==> config.mk <==
export PLATFORM = sky130hd
export DESIGN_NAME = trb_ring_walker
export DESIGN_NICKNAME = d
export VERILOG_FILES = /design/src/rtl/trb_walk_pkg.sv /design/src/rtl/trb_walk_dpath.sv /design/src/rtl/trb_walk_ctrl.sv /design/src/rtl/trb_ring_walker.sv
export SDC_FILE = /design/constraint.sdc
export NUM_CORES = 1
export LEC_CHECK = 0
export ABC_CLOCK_PERIOD_IN_PS = 2670
export BUFFER_PORTS_ARGS = -buffer_cell sky130_fd_sc_hd__clkbuf_2
export CAP_MARGIN = 20
export CORE_AREA = 2 2 152 154
export CTS_BUF_LIST = sky130_fd_sc_hd__clkbuf_8
export CTS_CLUSTER_DIAMETER = 30
export CTS_CLUSTER_SIZE = 16
export DETAILED_ROUTE_END_ITERATION = 6
export DIE_AREA = 0 0 154 156
export PLACE_DENSITY = 0.59
export SLEW_MARGIN = 20
export SYNTH_ARGS = -nofsm -noshare
export SYNTH_HDL_FRONTEND = slang
export SYNTH_HIERARCHICAL = 1
export SYNTH_SLANG_ARGS = --single-unit
==> constraint.sdc <==
create_clock -name clk -period 2.67 [get_ports clk]
set_input_delay 0.267 -clock clk [delete_from_list [all_inputs] [get_ports clk]]
set_output_delay 0.267 -clock clk [all_outputs]
set_load 0.01 [all_outputs]
==> src/rtl/trb_walk_pkg.sv <==
package trb_walk_pkg;
  localparam int TRB_W      = 128;
  localparam int TRB_BYTES  = TRB_W / 8;
  localparam int CYC_BIT    = 96;
  localparam int TOG_BIT    = 97;
  localparam int CHAIN_BIT  = 100;
  localparam int TYPE_LO    = 106;
  localparam int TYPE_W     = 6;
  localparam logic [TYPE_W-1:0] JUMP_TYPE = 6'd6;

  typedef enum logic [1:0] {
    ST_COMPLETE = 2'd0,
    ST_NONE     = 2'd1,
    ST_BADPTR   = 2'd2,
    ST_RDERR    = 2'd3
  } walk_status_e;

  typedef struct packed {
    logic regWrOk;
    logic takeJump;
    logic takeData;
  } walk_strb_t;
endpackage

==> src/rtl/trb_walk_dpath.sv <==
module trb_walk_dpath
  import trb_walk_pkg::*;
#(
  parameter int ADDR_W = 16
) (
  input  logic              clk,
  input  logic              rstN,
  input  walk_strb_t        strb,
  input  logic              ptrWrEn,
  input  logic [ADDR_W-1:0] ptrWrData,
  input  logic              cycWrEn,
  input  logic              cycWrData,
  input  logic [TRB_W-1:0]  memRspData,
  output logic [ADDR_W-1:0] dqPtr,
  output logic              cycState,
  output logic              cycleOk,
  output logic              isJump,
  output logic              advOvf,
  output logic              capChain,
  output logic [TRB_W-1:0]  capTrb,
  output logic [ADDR_W-1:0] capAddr
);
  localparam int ALIGN = $clog2(TRB_BYTES);

  logic [ADDR_W:0]   advSum;
  logic [ADDR_W-1:0] jumpTarget;

  assign advSum     = {1'b0, dqPtr} + (ADDR_W+1)'(TRB_BYTES);
  assign advOvf     = advSum[ADDR_W];
  assign cycleOk    = memRspData[CYC_BIT] == cycState;
  assign isJump     = memRspData[TYPE_LO +: TYPE_W] == JUMP_TYPE;
  assign jumpTarget = {memRspData[ADDR_W-1:ALIGN], {ALIGN{1'b0}}};

  always_ff @(posedge clk) begin
    if (!rstN) begin
      dqPtr    <= '0;
      cycState <= 1'b0;
      capChain <= 1'b0;
      capTrb   <= '0;
      capAddr  <= '0;
    end else begin
      if (strb.regWrOk) begin
        if (ptrWrEn) dqPtr    <= ptrWrData;
        if (cycWrEn) cycState <= cycWrData;
      end
      if (strb.takeJump) begin
        dqPtr    <= jumpTarget;
        cycState <= cycState ^ memRspData[TOG_BIT];
      end
      if (strb.takeData) begin
        dqPtr    <= advSum[ADDR_W-1:0];
        capTrb   <= memRspData;
        capAddr  <= dqPtr;
        capChain <= memRspData[CHAIN_BIT];
      end
    end
  end

  a_r6_advance_by_entry: assert property (@(posedge clk) disable iff (!rstN)
    strb.takeData |=> (capAddr + ADDR_W'(TRB_BYTES)) == dqPtr);
  a_r5_toggle_on_jump: assert property (@(posedge clk) disable iff (!rstN)
    strb.takeJump |=> cycState == ($past(cycState) ^ $past(memRspData[TOG_BIT])));
endmodule

==> src/rtl/trb_walk_ctrl.sv <==
module trb_walk_ctrl
  import trb_walk_pkg::*;
(
  input  logic         clk,
  input  logic         rstN,
  input  logic         start,
  input  logic         memReqReady,
  input  logic         memRspValid,
  input  logic         memRspErr,
  input  logic         cycleOk,
  input  logic         isJump,
  input  logic         advOvf,
  input  logic         capChain,
  input  logic         outReady,
  output walk_strb_t   strb,
  output logic         memReqValid,
  output logic         outValid,
  output logic         busy,
  output logic         doneValid,
  output walk_status_e doneStatus
);
  typedef enum logic [2:0] {S_IDLE, S_REQ, S_WAIT, S_EMIT, S_FIN} state_e;
  state_e state, stateNxt;
  walk_status_e statusNxt;

  always_comb begin
    stateNxt      = state;
    statusNxt     = doneStatus;
    strb          = '0;
    strb.regWrOk  = state == S_IDLE;
    unique case (state)
      S_IDLE: if (start) stateNxt = S_REQ;
      S_REQ:  if (memReqReady) stateNxt = S_WAIT;
      S_WAIT: if (memRspValid) begin
        if (memRspErr) begin
          statusNxt = ST_RDERR;  stateNxt = S_FIN;
        end else if (!cycleOk) begin
          statusNxt = ST_NONE;   stateNxt = S_FIN;
        end else if (isJump) begin
          strb.takeJump = 1'b1;  stateNxt = S_REQ;
        end else if (advOvf) begin
          statusNxt = ST_BADPTR; stateNxt = S_FIN;
        end else begin
          strb.takeData = 1'b1;  stateNxt = S_EMIT;
        end
      end
      S_EMIT: if (outReady) begin
        if (capChain) stateNxt = S_REQ;
        else begin
          statusNxt = ST_COMPLETE; stateNxt = S_FIN;
        end
      end
      S_FIN:  stateNxt = S_IDLE;
      default: stateNxt = S_IDLE;
    endcase
  end

  always_ff @(posedge clk) begin
    if (!rstN) begin
      state      <= S_IDLE;
      doneStatus <= ST_COMPLETE;
    end else begin
      state      <= stateNxt;
      doneStatus <= statusNxt;
    end
  end

  assign memReqValid = state == S_REQ;
  assign outValid    = state == S_EMIT;
  assign doneValid   = state == S_FIN;
  assign busy        = state != S_IDLE;

  a_r1_idle_quiet: assert property (@(posedge clk) disable iff (!rstN)
    !busy |-> !memReqValid && !outValid && !doneValid);
  a_r3_mismatch_ends: assert property (@(posedge clk) disable iff (!rstN)
    (state == S_WAIT && memRspValid && !memRspErr && !cycleOk) |=> doneValid && doneStatus == ST_NONE);
  a_r7_complete_after_accept: assert property (@(posedge clk) disable iff (!rstN)
    (doneValid && doneStatus == ST_COMPLETE) |-> $past(outValid && outReady));
endmodule

==> src/rtl/trb_ring_walker.sv <==
module trb_ring_walker
  import trb_walk_pkg::*;
#(
  parameter int ADDR_W = 16
) (
  input  logic              clk,
  input  logic              rstN,
  input  logic              start,
  input  logic              ptrWrEn,
  input  logic [ADDR_W-1:0] ptrWrData,
  input  logic              cycWrEn,
  input  logic              cycWrData,
  output logic [ADDR_W-1:0] dqPtr,
  output logic              cycState,
  output logic              busy,
  output logic              memReqValid,
  input  logic              memReqReady,
  output logic [ADDR_W-1:0] memReqAddr,
  input  logic              memRspValid,
  input  logic [127:0]      memRspData,
  input  logic              memRspErr,
  output logic              outValid,
  input  logic              outReady,
  output logic [127:0]      outTrb,
  output logic [ADDR_W-1:0] outAddr,
  output logic              doneValid,
  output logic [1:0]        doneStatus
);
  walk_strb_t   strb;
  walk_status_e statusE;
  logic cycleOk, isJump, advOvf, capChain;

  trb_walk_ctrl uCtrl (
    .clk, .rstN, .start, .memReqReady, .memRspValid, .memRspErr,
    .cycleOk, .isJump, .advOvf, .capChain, .outReady,
    .strb, .memReqValid, .outValid, .busy, .doneValid,
    .doneStatus(statusE)
  );

  trb_walk_dpath #(.ADDR_W(ADDR_W)) uDpath (
    .clk, .rstN, .strb, .ptrWrEn, .ptrWrData, .cycWrEn, .cycWrData,
    .memRspData, .dqPtr, .cycState, .cycleOk, .isJump, .advOvf,
    .capChain, .capTrb(outTrb), .capAddr(outAddr)
  );

  assign memReqAddr = dqPtr;
  assign doneStatus = statusE;

  a_r11_hold_under_stall: assert property (@(posedge clk) disable iff (!rstN)
    (outValid && !outReady) |=> outValid && $stable(outTrb) && $stable(outAddr) && !memReqValid);
  a_r4_jump_not_emitted: assert property (@(posedge clk) disable iff (!rstN)
    (memRspValid && !memRspErr && cycleOk && isJump && busy && !outValid) |=> !outValid);
endmodule

After elaboration in Yosys (flattened, before gate mapping)
Cells that the tools add are included.
{"block": "classes", "addsub": 1, "n_eq_ne": 13, "n_mux": 32, "bitwise_logic": 1, "reduce_logical": 11}
{"operator": "two-way mux 16 bit", "count": 4}
{"operator": "two-way mux 3 bit", "count": 9}
{"operator": "two-way mux 2 bit", "count": 11}
{"operator": "adder 16 x 5 -> 17 bit (second input constant)", "count": 1}
{"operator": "one-hot mux 3 bit (4 select lines)", "count": 1}
{"operator": "nonzero test 3 bit", "count": 3}
{"operator": "equality test 3 x 2 -> 1 bit (second input constant)", "count": 2}
{"operator": "equality test 6 x 3 -> 1 bit (second input constant)", "count": 1}
{"operator": "two-way mux 1 bit", "count": 6}
{"operator": "inequality test 2 bit (second input constant)", "count": 3}
{"operator": "AND reduction 6 bit", "count": 1}
{"operator": "nonzero test 2 bit", "count": 3}
{"operator": "inequality test 2 x 1 -> 1 bit (second input constant)", "count": 2}
{"operator": "inequality test 4 x 3 -> 1 bit (second input constant)", "count": 1}
{"operator": "inequality test 4 bit (second input constant)", "count": 1}
{"operator": "one-hot mux 2 bit (2 select lines)", "count": 1}
{"operator": "AND reduction 2 bit", "count": 2}
{"operator": "AND reduction 4 bit", "count": 1}
{"operator": "equality test 3 x 1 -> 1 bit (second input constant)", "count": 1}
{"operator": "equality test 3 bit (second input constant)", "count": 1}
{"operator": "zero test 3 bit", "count": 1}
{"operator": "equality test 1 bit", "count": 1}
{"operator": "bitwise XOR 1 bit", "count": 1}
{"block": "word_totals", "register_bits": 167, "in_bits": 154, "out_inout_bits": 183, "wordCells": 65}

Depth between registers and ports, before layout
Gate-level depths: netlist (run 1).
{"block": "depth", "word_depth": 9, "depth_mapped": 11, "mapped_depth_nobuf": 9}

By module
Netlist (run 1), hierarchy kept.
{"mod": "trb_walk_dpath", "n_inst": 1, "cells_each": 596, "area_per_inst_um2": 6113.4, "seq_area_each_um2": 3223.1}
{"mod": "trb_walk_ctrl", "n_inst": 1, "cells_each": 49, "area_per_inst_um2": 382.9, "seq_area_each_um2": 100.1}
{"mod": "trb_ring_walker", "n_inst": 1, "cells_each": 16, "area_per_inst_um2": 120.1, "seq_area_each_um2": 0.0}

Worst setup path after synthesis (run 1)
No wires, ideal clock.
{"block": "synth_timing", "path_kind": "register to register", "start": "register uDpath.dqPtr[5]", "end": "register uDpath.dqPtr[14]", "setup_ps": 137, "arrival_time_ps": 2143, "required_ps": 2533, "path_slack_ps": 390, "path_stages_with_launch": 10, "path_buffers": 1, "synth_period_minus_slack_ps": 2280, "path_cell_list": "dfxtp_1 ha_1 nand2_1 nor4_1 nor2_1 and3_1 clkbuf_1 or3_2 o21ai_0 a211oi_1"}
{"element": "start, declared", "line_no": "trb_walk_dpath.sv:14", "source": "output logic [ADDR_W-1:0] dqPtr,"}
{"element": "start signal, assigned", "line_no": "trb_walk_dpath.sv:43", "source": "if (ptrWrEn) dqPtr <= ptrWrData;"}
{"element": "start signal, assigned", "line_no": "trb_walk_dpath.sv:47", "source": "dqPtr <= jumpTarget;"}
{"element": "start signal, assigned", "line_no": "trb_walk_dpath.sv:51", "source": "dqPtr <= advSum[ADDR_W-1:0];"}

==> results of run 1 <==
## area by class of cell
type | instances | area [µm²]
fill | 2280 | 13300
tap | 285 | 357
clock inverter | 15 | 190
clock buffer | 17 | 234
inverter | 8 | 32.5
timing repair buffer | 365 | 1950
sequential | 166 | 3320
multi-input combinational | 430 | 2950
## routing by layer
metal / up-vias / global-route usage
met3: 22 / 0.0556
li1: 2873 / -
met2: 250 / 0.296
met5: - / 0
met4: 0 / 0.0516
met1: 2668 / 0.184
## cell usage in the layout (no fill, tap or decap), types with 5 or more instances in the layout
cell type                  netlist  routed
sky130_fd_sc_hd__nand3_1         7       7
sky130_fd_sc_hd__a21oi_1        14      14
sky130_fd_sc_hd__nand2_1        17      17
sky130_fd_sc_hd__nor3_1          8       8
sky130_fd_sc_hd__dfxtp_1       166     166
sky130_fd_sc_hd__o21ai_0         5       5
sky130_fd_sc_hd__xnor2_1         6       6
sky130_fd_sc_hd__mux2i_1       150     150
sky130_fd_sc_hd__inv_1           7       8
sky130_fd_sc_hd__nand2b_1        6       6
sky130_fd_sc_hd__nor2_1        152     152
sky130_fd_sc_hd__clkbuf_2        0     336
sky130_fd_sc_hd__buf_4          18      22
sky130_fd_sc_hd__clkbuf_8        0      17
sky130_fd_sc_hd__inv_6           0       5
sky130_fd_sc_hd__mux2_2          6       6
## power by group
part / switching [mW] / total (mW) / internal, mW
Clock: 1.02 / 1.97 / 0.952
Sequential: 0.0530 / 2.58 / 2.52
Combinational: 0.316 / 0.602 / 0.286
## how the worst min path moves through the flow
stage                                   start                  end  slack, ns
after floorplan                          rstN      uDpath/dqPtr[4]       0.40
after global placement    uCtrl/doneStatus[1]  uCtrl/doneStatus[1]       0.46
after detailed placement    uDpath/capAddr[4]    uDpath/capAddr[4]       0.46
after CTS                      memRspData[28]    uDpath/capTrb[28]     0.0009
after global routing            memRspData[0]     uDpath/capTrb[0]      0.006
final                          memRspData[28]    uDpath/capTrb[28]       0.04
## worst min-delay path, delay by kind of cell
family / cells / cell delay (ns)
multiplexers: 1 / 0.05
buffers and inverters: 1 / 0.07
AND/OR/NAND/NOR: 1 / 0.07
## cell families (layout without fill, tap and decap cells)
family,Yosys count,in the layout
AO/OA/AOI/OAI,45,45
buffers and inverters,65,405
adder cells (fa/ha/maj),1,1
XOR/XNOR,10,10
flip-flops,166,166
AND/OR/NAND/NOR,217,217
multiplexers,157,157
## stage by stage
step | utilization | cells | instance area (µm²)
2_1_floorplan | - | 661 | 6620
3_3_place_gp | 0.383 | 1250 | 8570
3_5_place_dp | 0.383 | 1250 | 8570
4_1_cts | 0.404 | 1285 | 9020
5_1_grt | 0.404 | 1286 | 9030
6_report | 0.404 | 1286 | 9030
## flip-flops by register name (all words and copies together) (netlist names)
name and flops:
uCtrl/state 3, uDpath/cycState 1, uDpath/dqPtr 16, uDpath/capTrb 128, uCtrl/doneStatus 2, uDpath/capAddr 16
## repair_timing
action,in CTS,in global routing
hold endpoints to repair,3,1
setup buffers,0,0
setup endpoints to repair,0,0
hold buffers,3,1
==> impl_metrics.tcl, run 1 <==
set metrics [dict create \
    seq_area_frac_synth 0.502 \
    hold_path_class "in -> reg" \
    synth.distinct_cells 52 \
    synth_largest_type_area_fraction 0.502 \
    top_layer "met4" \
    finalHoldViolCount 0 \
    synthCells 661 \
    cp-startpoint "uDpath/dqPtr[4]" \
    worst_path_max_stage_delay_ns 0.50 \
    clk_transition_reported_paths_ns 0.11 \
    firstDrtPassIters 4 \
    slew-limit-headroom 0.603 \
    crit_path_end "uDpath/dqPtr[14]" \
    grt_setup_unrepaired "false" \
    finalPower_mw 5.15 \
    crit_family "simple AND/OR/NAND/NOR gates" \
    endpoint_kind "flip-flop" \
    finalSetupTns_ns 0 \
    worst-r2r-setup-slack_ns 0.24 \
    yosys_warning_count 6 \
    timing.final.ws_setup_ns 0.239 \
    routabilityCongestion 0.852 \
    diodes 0 \
    met3WireLength_um 1580 \
    fmaxAchievable_mhz 411 \
    hold-path-cell-count 3 \
    wl_met2_um 10100 \
    slew_at_the_pin_closest_to_its_max_slew_limit_ns 0.596 \
    ys_dominant_reg_cell "sky130_fd_sc_hd__dfxtp_1" \
    run_status "complete, no violations" \
    initial_utilization 0.296 \
    grt_antenna_before_repair 0 \
    criticalPathCategory "reg -> reg" \
    cts_max_level 4 \
    die_height_um 156 \
    timing.final.crit_share 0.910 \
    synth-async-reset-ratio 0 \
    synth-xor-area-share 0.0132 \
    finalClockSkew_ns 0.0194 \
    cts_root_buf "sky130_fd_sc_hd__clkbuf_8" \
    cts_tree "done" \
    timing.reg2reg.worst_path_depth 8 \
    power.density_cell_area_mw_per_mm2 570 \
    clock_latency_ns 0.46 \
    total_of_flip_flops_plus_latches_after_synthesis 166 \
    ant_nets 0 \
    rr_endpoint "uDpath/dqPtr[14]" \
    fin_worst_hold_slack_ns 0.0357 \
    finalWirelength_um 20200 \
    worst_ir_drop_on_vdd_mv 0.302 \
    row_count 55 \
    timing.critical_path.fanout_max 7 \
    wirelength_met1_um 8200 \
    critical_path_depth 8 \
    critical_path_required_ns 2.99 \
    grt_start_max_net_pins 55 \
    post_synth_fa_ha_maj_area_fraction 0.00189 \
    crit_chain "ha_1 -> nand2_1 -> nor4_1 -> nor2_1 -> and3_4 -> or3_2 -> o21ai_0 -> a211oi_1" \
    grt_overflow 0 \
    coreArea_mm2 0.0224 \
    grt_util_all_layers 0.165 \
    die_width_um 154 \
    cell_type_of_the_slowest_stage_on_the_worst_timing_path "sky130_fd_sc_hd__or3_2" \
    worstPathBufferInverterCount 0 \
    cts_resized 0 \
    post_synthesis_cell_area_mm2 0.00662 \
    drt_drc 0 \
    port_buffers 336 \
    syn_to_final_growth_pct 36.6 \
    setup_viol 0 \
    num-nets-final 1143 \
    top_cells_by_area_in_the_synthesized_netlist "sky130_fd_sc_hd__dfxtp_1 (50%), sky130_fd_sc_hd__mux2i_1 (23%), sky130_fd_sc_hd__nor2_1 (8.6%)" \
    synth_enable_flop_cells 0 \
    dpl.hpwl_um 15200 \
    route.detailed.vias_per_inst 4.52 \
    synthSimpleGateAreaFrac 0.146 \
    vias_after_detailed_routing 5813 \
    power_leakage_nw 3.99 \
    cap_viol_max_count 0 \
    synth.net_count 816 \
    avgSynthCellArea_um2 10.0 \
    clock_sink_count 166 \
    cp_arrival_ns 2.75 \
    grt_first_pass_wirelength_um 30900 \
    detail_route.iter0.violations 279 \
    synth_compound_area_frac 0.0450 \
    wl_per_cell_um 15.7 \
    synth_top_family_by_area "multiplexers" \
    timing.final.max_slew_violations 0 \
    cts-buffers-inserted 17 \
    critical_path.reg2reg.startpoint "uDpath/dqPtr[4]" \
    clock_path_buffers 2 \
    synth.most_common_cell "sky130_fd_sc_hd__dfxtp_1" \
    die-area_mm2 0.0240 \
    grt_pass1_vias 5763 \
    pre_cts_slack_ns 0.303 \
    yosys-mux-area-fraction 0.239 \
    setup.worst_path.start_class "flip-flop" \
    synth_largest_area_cell "sky130_fd_sc_hd__dfxtp_1" \
    final_layout_size_suffix_gt1_frac 0.411 \
    ys_top_cells_by_count "sky130_fd_sc_hd__dfxtp_1 (166), sky130_fd_sc_hd__nor2_1 (152), sky130_fd_sc_hd__mux2i_1 (150)" \
    floorplan.io_pins 337 \
    finalWorstPathRequiredPeriod_ns 2.43 \
]
(Power assumes the default switching activity.)
==> run 2, diff against run 1 <==
--- a/config.mk
+++ b/config.mk
@@ -8,13 +8,13 @@
 export ABC_CLOCK_PERIOD_IN_PS = 2670
 export BUFFER_PORTS_ARGS = -buffer_cell sky130_fd_sc_hd__clkbuf_2
 export CAP_MARGIN = 20
-export CORE_AREA = 2 2 152 154
+export CORE_AREA = 2 2 129 131
 export CTS_BUF_LIST = sky130_fd_sc_hd__clkbuf_8
 export CTS_CLUSTER_DIAMETER = 30
 export CTS_CLUSTER_SIZE = 16
 export DETAILED_ROUTE_END_ITERATION = 6
-export DIE_AREA = 0 0 154 156
-export PLACE_DENSITY = 0.59
+export DIE_AREA = 0 0 131 133
+export PLACE_DENSITY = 0.77
 export SLEW_MARGIN = 20
 export SYNTH_ARGS = -nofsm -noshare
 export SYNTH_HDL_FRONTEND = slang
==> run 2 against run 1 <==
Net effect:
- register-to-register slack better by 0.11 ns
- worst hold slack improved by 0.012 ns
- total power is 0.74% lower
- clock skew fell by 0.0065 ns
- die area is 27% lower
- sequential share of layout area grew 0.65 points
- first-iteration DRC count fell by 23%
- clock-buffer cell count did not move
- cell area is 1.7% lower
- cell count is 5.9% lower
==> impl_metrics.tcl, run 2 (same netlist as run 1, synthesis figures left out) <==
set metrics [dict create \
    run_status "complete, no violations" \
    worstPathBufferInverterCount 1 \
    cp_arrival_ns 2.63 \
    finalPower_mw 5.11 \
    grt_util_all_layers 0.213 \
    worst_ir_drop_on_vdd_mv 0.334 \
    final_cell_area_mm2 0.00888 \
    finalSetupTns_ns 0 \
    cts-hold-fix-buffers 0 \
    cts-buffers-inserted 17 \
    cts_root_buf "sky130_fd_sc_hd__clkbuf_8" \
    route.detailed.vias_per_inst 4.80 \
    worst_path_max_stage_delay_ns 0.47 \
    firstDrtPassIters 5 \
    met3WireLength_um 1610 \
    row_count 47 \
    endpoint_kind "flip-flop" \
    ant_nets 0 \
    cell_type_of_the_slowest_stage_on_the_worst_timing_path "sky130_fd_sc_hd__dfxtp_1" \
    cap_viol_max_count 0 \
    criticalPathCategory "reg -> reg" \
    wirelength_met1_um 7670 \
    diodes 0 \
    largest_register_ffs 128 \
    wl_met2_um 9630 \
    clk_transition_reported_paths_ns 0.10 \
    max_flop_register "uDpath/capTrb" \
    wl_per_cell_um 15.9 \
    setup.worst_path.start_class "flip-flop" \
    grt_pass1_vias 5475 \
    die-area_mm2 0.0174 \
    critical-path-top-cell-by-count "sky130_fd_sc_hd__nor2_1" \
    grt_antenna_before_repair 1 \
    grt_overflow 0 \
    drt_drc 0 \
    clock_sink_count 166 \
    finalWorstPathRequiredPeriod_ns 2.32 \
    dpl.hpwl_um 14400 \
    syn_to_final_growth_pct 34.2 \
    die_height_um 133 \
    timing.critical_path.fanout_max 48 \
    finalHoldViolCount 0 \
    num-nets-final 1133 \
    crit_chain "nand4_2 -> nor4_1 -> nor2_1 -> and3_4 -> buf_12 -> o21bai_1 -> a22oi_1 -> nor2_1" \
    clock_latency_ns 0.45 \
    setup_viol 0 \
    most-common-layout-cells "sky130_fd_sc_hd__clkbuf_2 (336), sky130_fd_sc_hd__dfxtp_1 (166), sky130_fd_sc_hd__nor2_1 (152)" \
    grt_start_max_net_pins 78 \
    power_leakage_nw 3.93 \
    post_dp_cell_area_mm2 0.00846 \
    initial_utilization 0.409 \
    power.density_cell_area_mw_per_mm2 576 \
    area_taken_by_multi_input_logic_gates_mm2 0.00295 \
    slew-limit-headroom 0.542 \
    grt_first_pass_wirelength_um 28500 \
    crit_family "simple AND/OR/NAND/NOR gates" \
    finalClockSkew_ns 0.0129 \
    cts_setup_buffers 0 \
    floorplan.io_pins 337 \
    timing.final.crit_share 0.869 \
    detail_route.iter0.violations 214 \
    grt_setup_unrepaired "false" \
    cts_resized 0 \
    layout.area.seq_mm2 0.00332 \
    vias_after_detailed_routing 5811 \
    port_buffers 336 \
    critical_path_required_ns 2.98 \
    timing.final.max_slew_violations 0 \
    final_layout_size_suffix_gt1_frac 0.409 \
    slew_at_the_pin_closest_to_its_max_slew_limit_ns 0.687 \
    layout_top_registers "uDpath/capTrb x128, uDpath/capAddr x16, uDpath/dqPtr x16" \
    hold_path_class "in -> reg" \
    coreArea_mm2 0.0162 \
    layout.core_utilization 0.549 \
    top_layer "met5" \
    final_common_cell "sky130_fd_sc_hd__clkbuf_2" \
    cts_max_level 4 \
    routabilityCongestion 0.846 \
    timing.final.ws_setup_ns 0.349 \
    cts_tree "done" \
    fmaxAchievable_mhz 431 \
    finalWirelength_um 19200 \
    die_width_um 131 \
    final.fill_count 1452 \
    clock_path_buffers 2 \
    pre_cts_slack_ns 0.367 \
]
## run 2: cell count changes in the layout (fill, tap and decap cells not counted)
cell,before,now
sky130_fd_sc_hd__clkinvlp_4,1,3
sky130_fd_sc_hd__buf_4,22,15
sky130_fd_sc_hd__buf_12,3,4
sky130_fd_sc_hd__inv_6,5,4
sky130_fd_sc_hd__clkinv_4,2,0
sky130_fd_sc_hd__inv_8,2,3
sky130_fd_sc_hd__dlygate4sd3_1,4,0
sky130_fd_sc_hd__inv_1,8,7
## run 2: final timing paths
| check | cells after the start | slack, ns | end | from |
|---|---|---|---|---|
| setup / recovery | 8 | 0.35 | uDpath/dqPtr[2] | uDpath/dqPtr[9] |
| hold / removal | 3 | 0.05 | uDpath/capTrb[48] | memRspData[48] |
| setup reg to reg | 8 | 0.35 | uDpath/dqPtr[2] | uDpath/dqPtr[9] |
| hold reg to reg | 2 | 0.49 | uCtrl/doneStatus[0] | uCtrl/doneStatus[0] |
## run 2: final cells by class
cell class	count	share of cell area
Sequential cell	166	0.374
Multi-Input combinational cell	430	0.332
Timing Repair Buffer	355	0.211
Tap cell	220	0.0310
Clock buffer	17	0.0264
Clock inverter	14	0.0210
Inverter	8	0.00366
## run 2: per-layer routing
layer | track usage | vias up
met2 | 0.376 | 255
li1 | - | 2867
met1 | 0.237 | 2662
met3 | 0.0712 | 25
met4 | 0.0745 | 2
met5 | 0 | -
## run 2: tightest hold or removal path, stage by stage
cell	delay (ns)
sky130_fd_sc_hd__clkbuf_2	0.07
sky130_fd_sc_hd__mux2i_1	0.05
sky130_fd_sc_hd__nor2_1	0.07
## run 2: power by group
| group | internal [mW] | switching [mW] | leakage [nW] |
|---|---|---|---|
| registers | 2.52 | 0.0656 | 1.34 |
| logic | 0.274 | 0.297 | 2.39 |
| clock network | 0.949 | 1.00 | 0.205 |
## run 2: per-stage QoR
step                hold slack (ns)  std cells
floorplan                     0.400        661
CTS                          0.0122       1210
global placement              0.459       1179
detailed placement            0.470       1179
global route                 0.0234       1210
finish                       0.0475       1210
==> run 3, diff against run 2 <==
--- a/config.mk
+++ b/config.mk
@@ -8,13 +8,14 @@
 export ABC_CLOCK_PERIOD_IN_PS = 2670
 export BUFFER_PORTS_ARGS = -buffer_cell sky130_fd_sc_hd__clkbuf_2
 export CAP_MARGIN = 20
-export CORE_AREA = 2 2 129 131
+export CORE_AREA = 2 2 148 136
 export CTS_BUF_LIST = sky130_fd_sc_hd__clkbuf_8
 export CTS_CLUSTER_DIAMETER = 30
 export CTS_CLUSTER_SIZE = 16
 export DETAILED_ROUTE_END_ITERATION = 6
-export DIE_AREA = 0 0 131 133
-export PLACE_DENSITY = 0.77
+export DIE_AREA = 0 0 150 138
+export PLACE_DENSITY = 0.67
+export REMOVE_ABC_BUFFERS = 1
 export SLEW_MARGIN = 20
 export SYNTH_ARGS = -nofsm -noshare
 export SYNTH_HDL_FRONTEND = slang
==> run 3 against run 2 <==
Net effect:
- sequential share of layout area shrank 0.16 points
- non-clock buffer count grew 2
- wire length shrank 6.3%
- cell area grew 0.44%
- critical path depth grew 1
- clock power shrank 5%
- combinational power shrank 1%
- critical path type unchanged
- critical endpoint is now uDpath/dqPtr[0]
==> impl_metrics.tcl, run 3 (same netlist as run 1, synthesis figures left out) <==
set metrics [dict create \
    run_status "complete, no violations" \
    max_flop_register "uDpath/capTrb" \
    detail_route.iter0.violations 224 \
    grt_first_pass_wirelength_um 27800 \
    grt_start_max_net_pins 64 \
    diodes 0 \
    finalClockSkew_ns 0.0183 \
    cap_viol_max_count 0 \
    setup.worst_path.start_class "flip-flop" \
    cts_max_level 4 \
    slew-limit-headroom 0.634 \
    floorplan.io_pins 337 \
    cts-buffers-inserted 17 \
    most-common-layout-cells "sky130_fd_sc_hd__clkbuf_2 (336), sky130_fd_sc_hd__dfxtp_1 (166), sky130_fd_sc_hd__nor2_1 (152)" \
    finalPower_mw 5.00 \
    criticalPathCategory "reg -> reg" \
    clock_latency_ns 0.45 \
    setup_viol 0 \
    final.fill_count 1906 \
    timing.final.crit_share 0.847 \
    initial_utilization 0.342 \
    final_layout_size_suffix_gt1_frac 0.406 \
    area_taken_by_multi_input_logic_gates_mm2 0.00295 \
    cp_arrival_ns 2.65 \
    drt_drc 0 \
    worst_ir_drop_on_vdd_mv 0.359 \
    endpoint_kind "flip-flop" \
    grt_antenna_before_repair 0 \
    crit_chain "ha_1 -> nand2_1 -> nor4_1 -> nor2_1 -> and3_4 -> buf_4 -> nor3_1 -> a22oi_1 -> nor2_1" \
    cts_setup_buffers 0 \
    critical_path_required_ns 3.06 \
    timing.final.max_slew_violations 0 \
    grt_overflow 0 \
    switching_power_of_the_nets_mw 1.35 \
    power.density_cell_area_mw_per_mm2 561 \
    port_buffers 336 \
    clock_sink_count 166 \
    cts_tree "done" \
    clock_path_buffers 2 \
    layout_top_registers "uDpath/capTrb x128, uDpath/capAddr x16, uDpath/dqPtr x16" \
    num-nets-final 1135 \
    wl_per_cell_um 14.4 \
    cts_root_buf "sky130_fd_sc_hd__clkbuf_8" \
    die-area_mm2 0.0207 \
    finalWorstPathRequiredPeriod_ns 2.26 \
    power.share.clock 0.371 \
    vias_after_detailed_routing 5742 \
    grt_util_all_layers 0.168 \
    power_leakage_nw 3.94 \
    fmaxAchievable_mhz 442 \
    die_height_um 138 \
    dpl.hpwl_um 13300 \
    die_width_um 150 \
    switching_share 0.269 \
    finalWirelength_um 18000 \
    power_frac_comb 0.113 \
    coreArea_mm2 0.0194 \
    slew_at_the_pin_closest_to_its_max_slew_limit_ns 0.549 \
    worst_path_max_stage_delay_ns 0.39 \
    timing.critical_path.fanout_max 13 \
    grt_setup_unrepaired "false" \
    clk_transition_reported_paths_ns 0.10 \
    grt_pass1_vias 5433 \
    cell_type_of_the_slowest_stage_on_the_worst_timing_path "sky130_fd_sc_hd__nor3_1" \
    syn_to_final_growth_pct 34.8 \
    critical-path-top-cell-by-count "sky130_fd_sc_hd__nor2_1" \
    cts_resized 0 \
    ant_nets 0 \
    internal_power_mw 3.65 \
    layout.area.seq_mm2 0.00332 \
    hold_path_class "in -> reg" \
    routabilityCongestion 0.762 \
    route.detailed.vias_per_inst 4.60 \
    largest_register_ffs 128 \
    final_common_cell "sky130_fd_sc_hd__clkbuf_2" \
    finalHoldViolCount 0 \
    power_frac_seq 0.517 \
    firstDrtPassIters 4 \
    fin_worst_hold_slack_ns 0.0425 \
    row_count 49 \
]
[run 3: cell types whose count changed in the layout (fill, tap and decap cells not counted), sizes merged]
cell / before / now
dlygate4sd3: 0 / 4
clkinvlp: 3 / 1
clkinv: 1 / 5
buf: 19 / 17
bufinv: 3 / 2
[run 3: final timing paths]
check	startpoint	to	slack, ns	cells past startpoint
hold reg to reg	uCtrl/doneStatus[0]	uCtrl/doneStatus[0]	0.47	2
setup reg to reg	uDpath/dqPtr[4]	uDpath/dqPtr[0]	0.41	9
setup / recovery	uDpath/dqPtr[4]	uDpath/dqPtr[0]	0.41	9
hold / removal	memRspData[83]	uDpath/capTrb[83]	0.04	3
[run 3: power groups by stage]
| stage | Clock, mW | Combinational (mW) | Sequential, mW |
|---|---|---|---|
| finish | 1.85 | 0.563 | 2.58 |
| global route | 2.02 | 0.625 | 2.59 |
| CTS | 1.93 | 0.566 | 2.58 |
| detailed placement | 0 | 0.563 | 2.64 |
| global placement | 0 | 0.561 | 2.64 |
| floorplan | 0 | 0.248 | 2.67 |
[run 3: what timing repair did]
item | in CTS | in global routing
hold buffers | 1 | 3
setup endpoints to repair | 0 | 0
hold endpoints to repair | 1 | 3
[run 3: worst max-delay path: cells and delay by family, from the launching register on]
kind,cells,cell delay [ns]
adders and majority gates,1,0.25
buffers and inverters,1,0.18
and+or+nand+nor,6,1.33
DFF,1,0.34
AOI/OAI and AO/OA,1,0.12
[run 3: cell type report]
class	count	share of cell area
Inverter	8	0.00365
Tap cell	255	0.0358
Timing Repair Buffer	357	0.212
Sequential cell	166	0.373
Clock buffer	17	0.0262
Multi-Input combinational cell	430	0.331
Clock inverter	15	0.0189
[run 3: metrics by stage]
step / std cells / util / setup TNS, ns / setup slack [ns] / area (µm²)
2_1_floorplan: 604 / - / -653.39 / -4.54 / 6300
3_3_place_gp: 1212 / 0.437 / 0 / 0.475 / 8470
3_5_place_dp: 1212 / 0.437 / 0 / 0.404 / 8470
4_1_cts: 1245 / 0.459 / 0 / 0.424 / 8890
5_1_grt: 1248 / 0.460 / 0 / 0.126 / 8920
6_report: 1248 / 0.460 / 0 / 0.408 / 8920
[run 3: routing by layer]
layer	wire (µm)	up-vias	GRT usage
met4	203	0	0.0447
met1	7600	2627	0.200
met2	8610	237	0.285
li1	-	2866	-
met3	1580	12	0.0637
met5	0	-	0
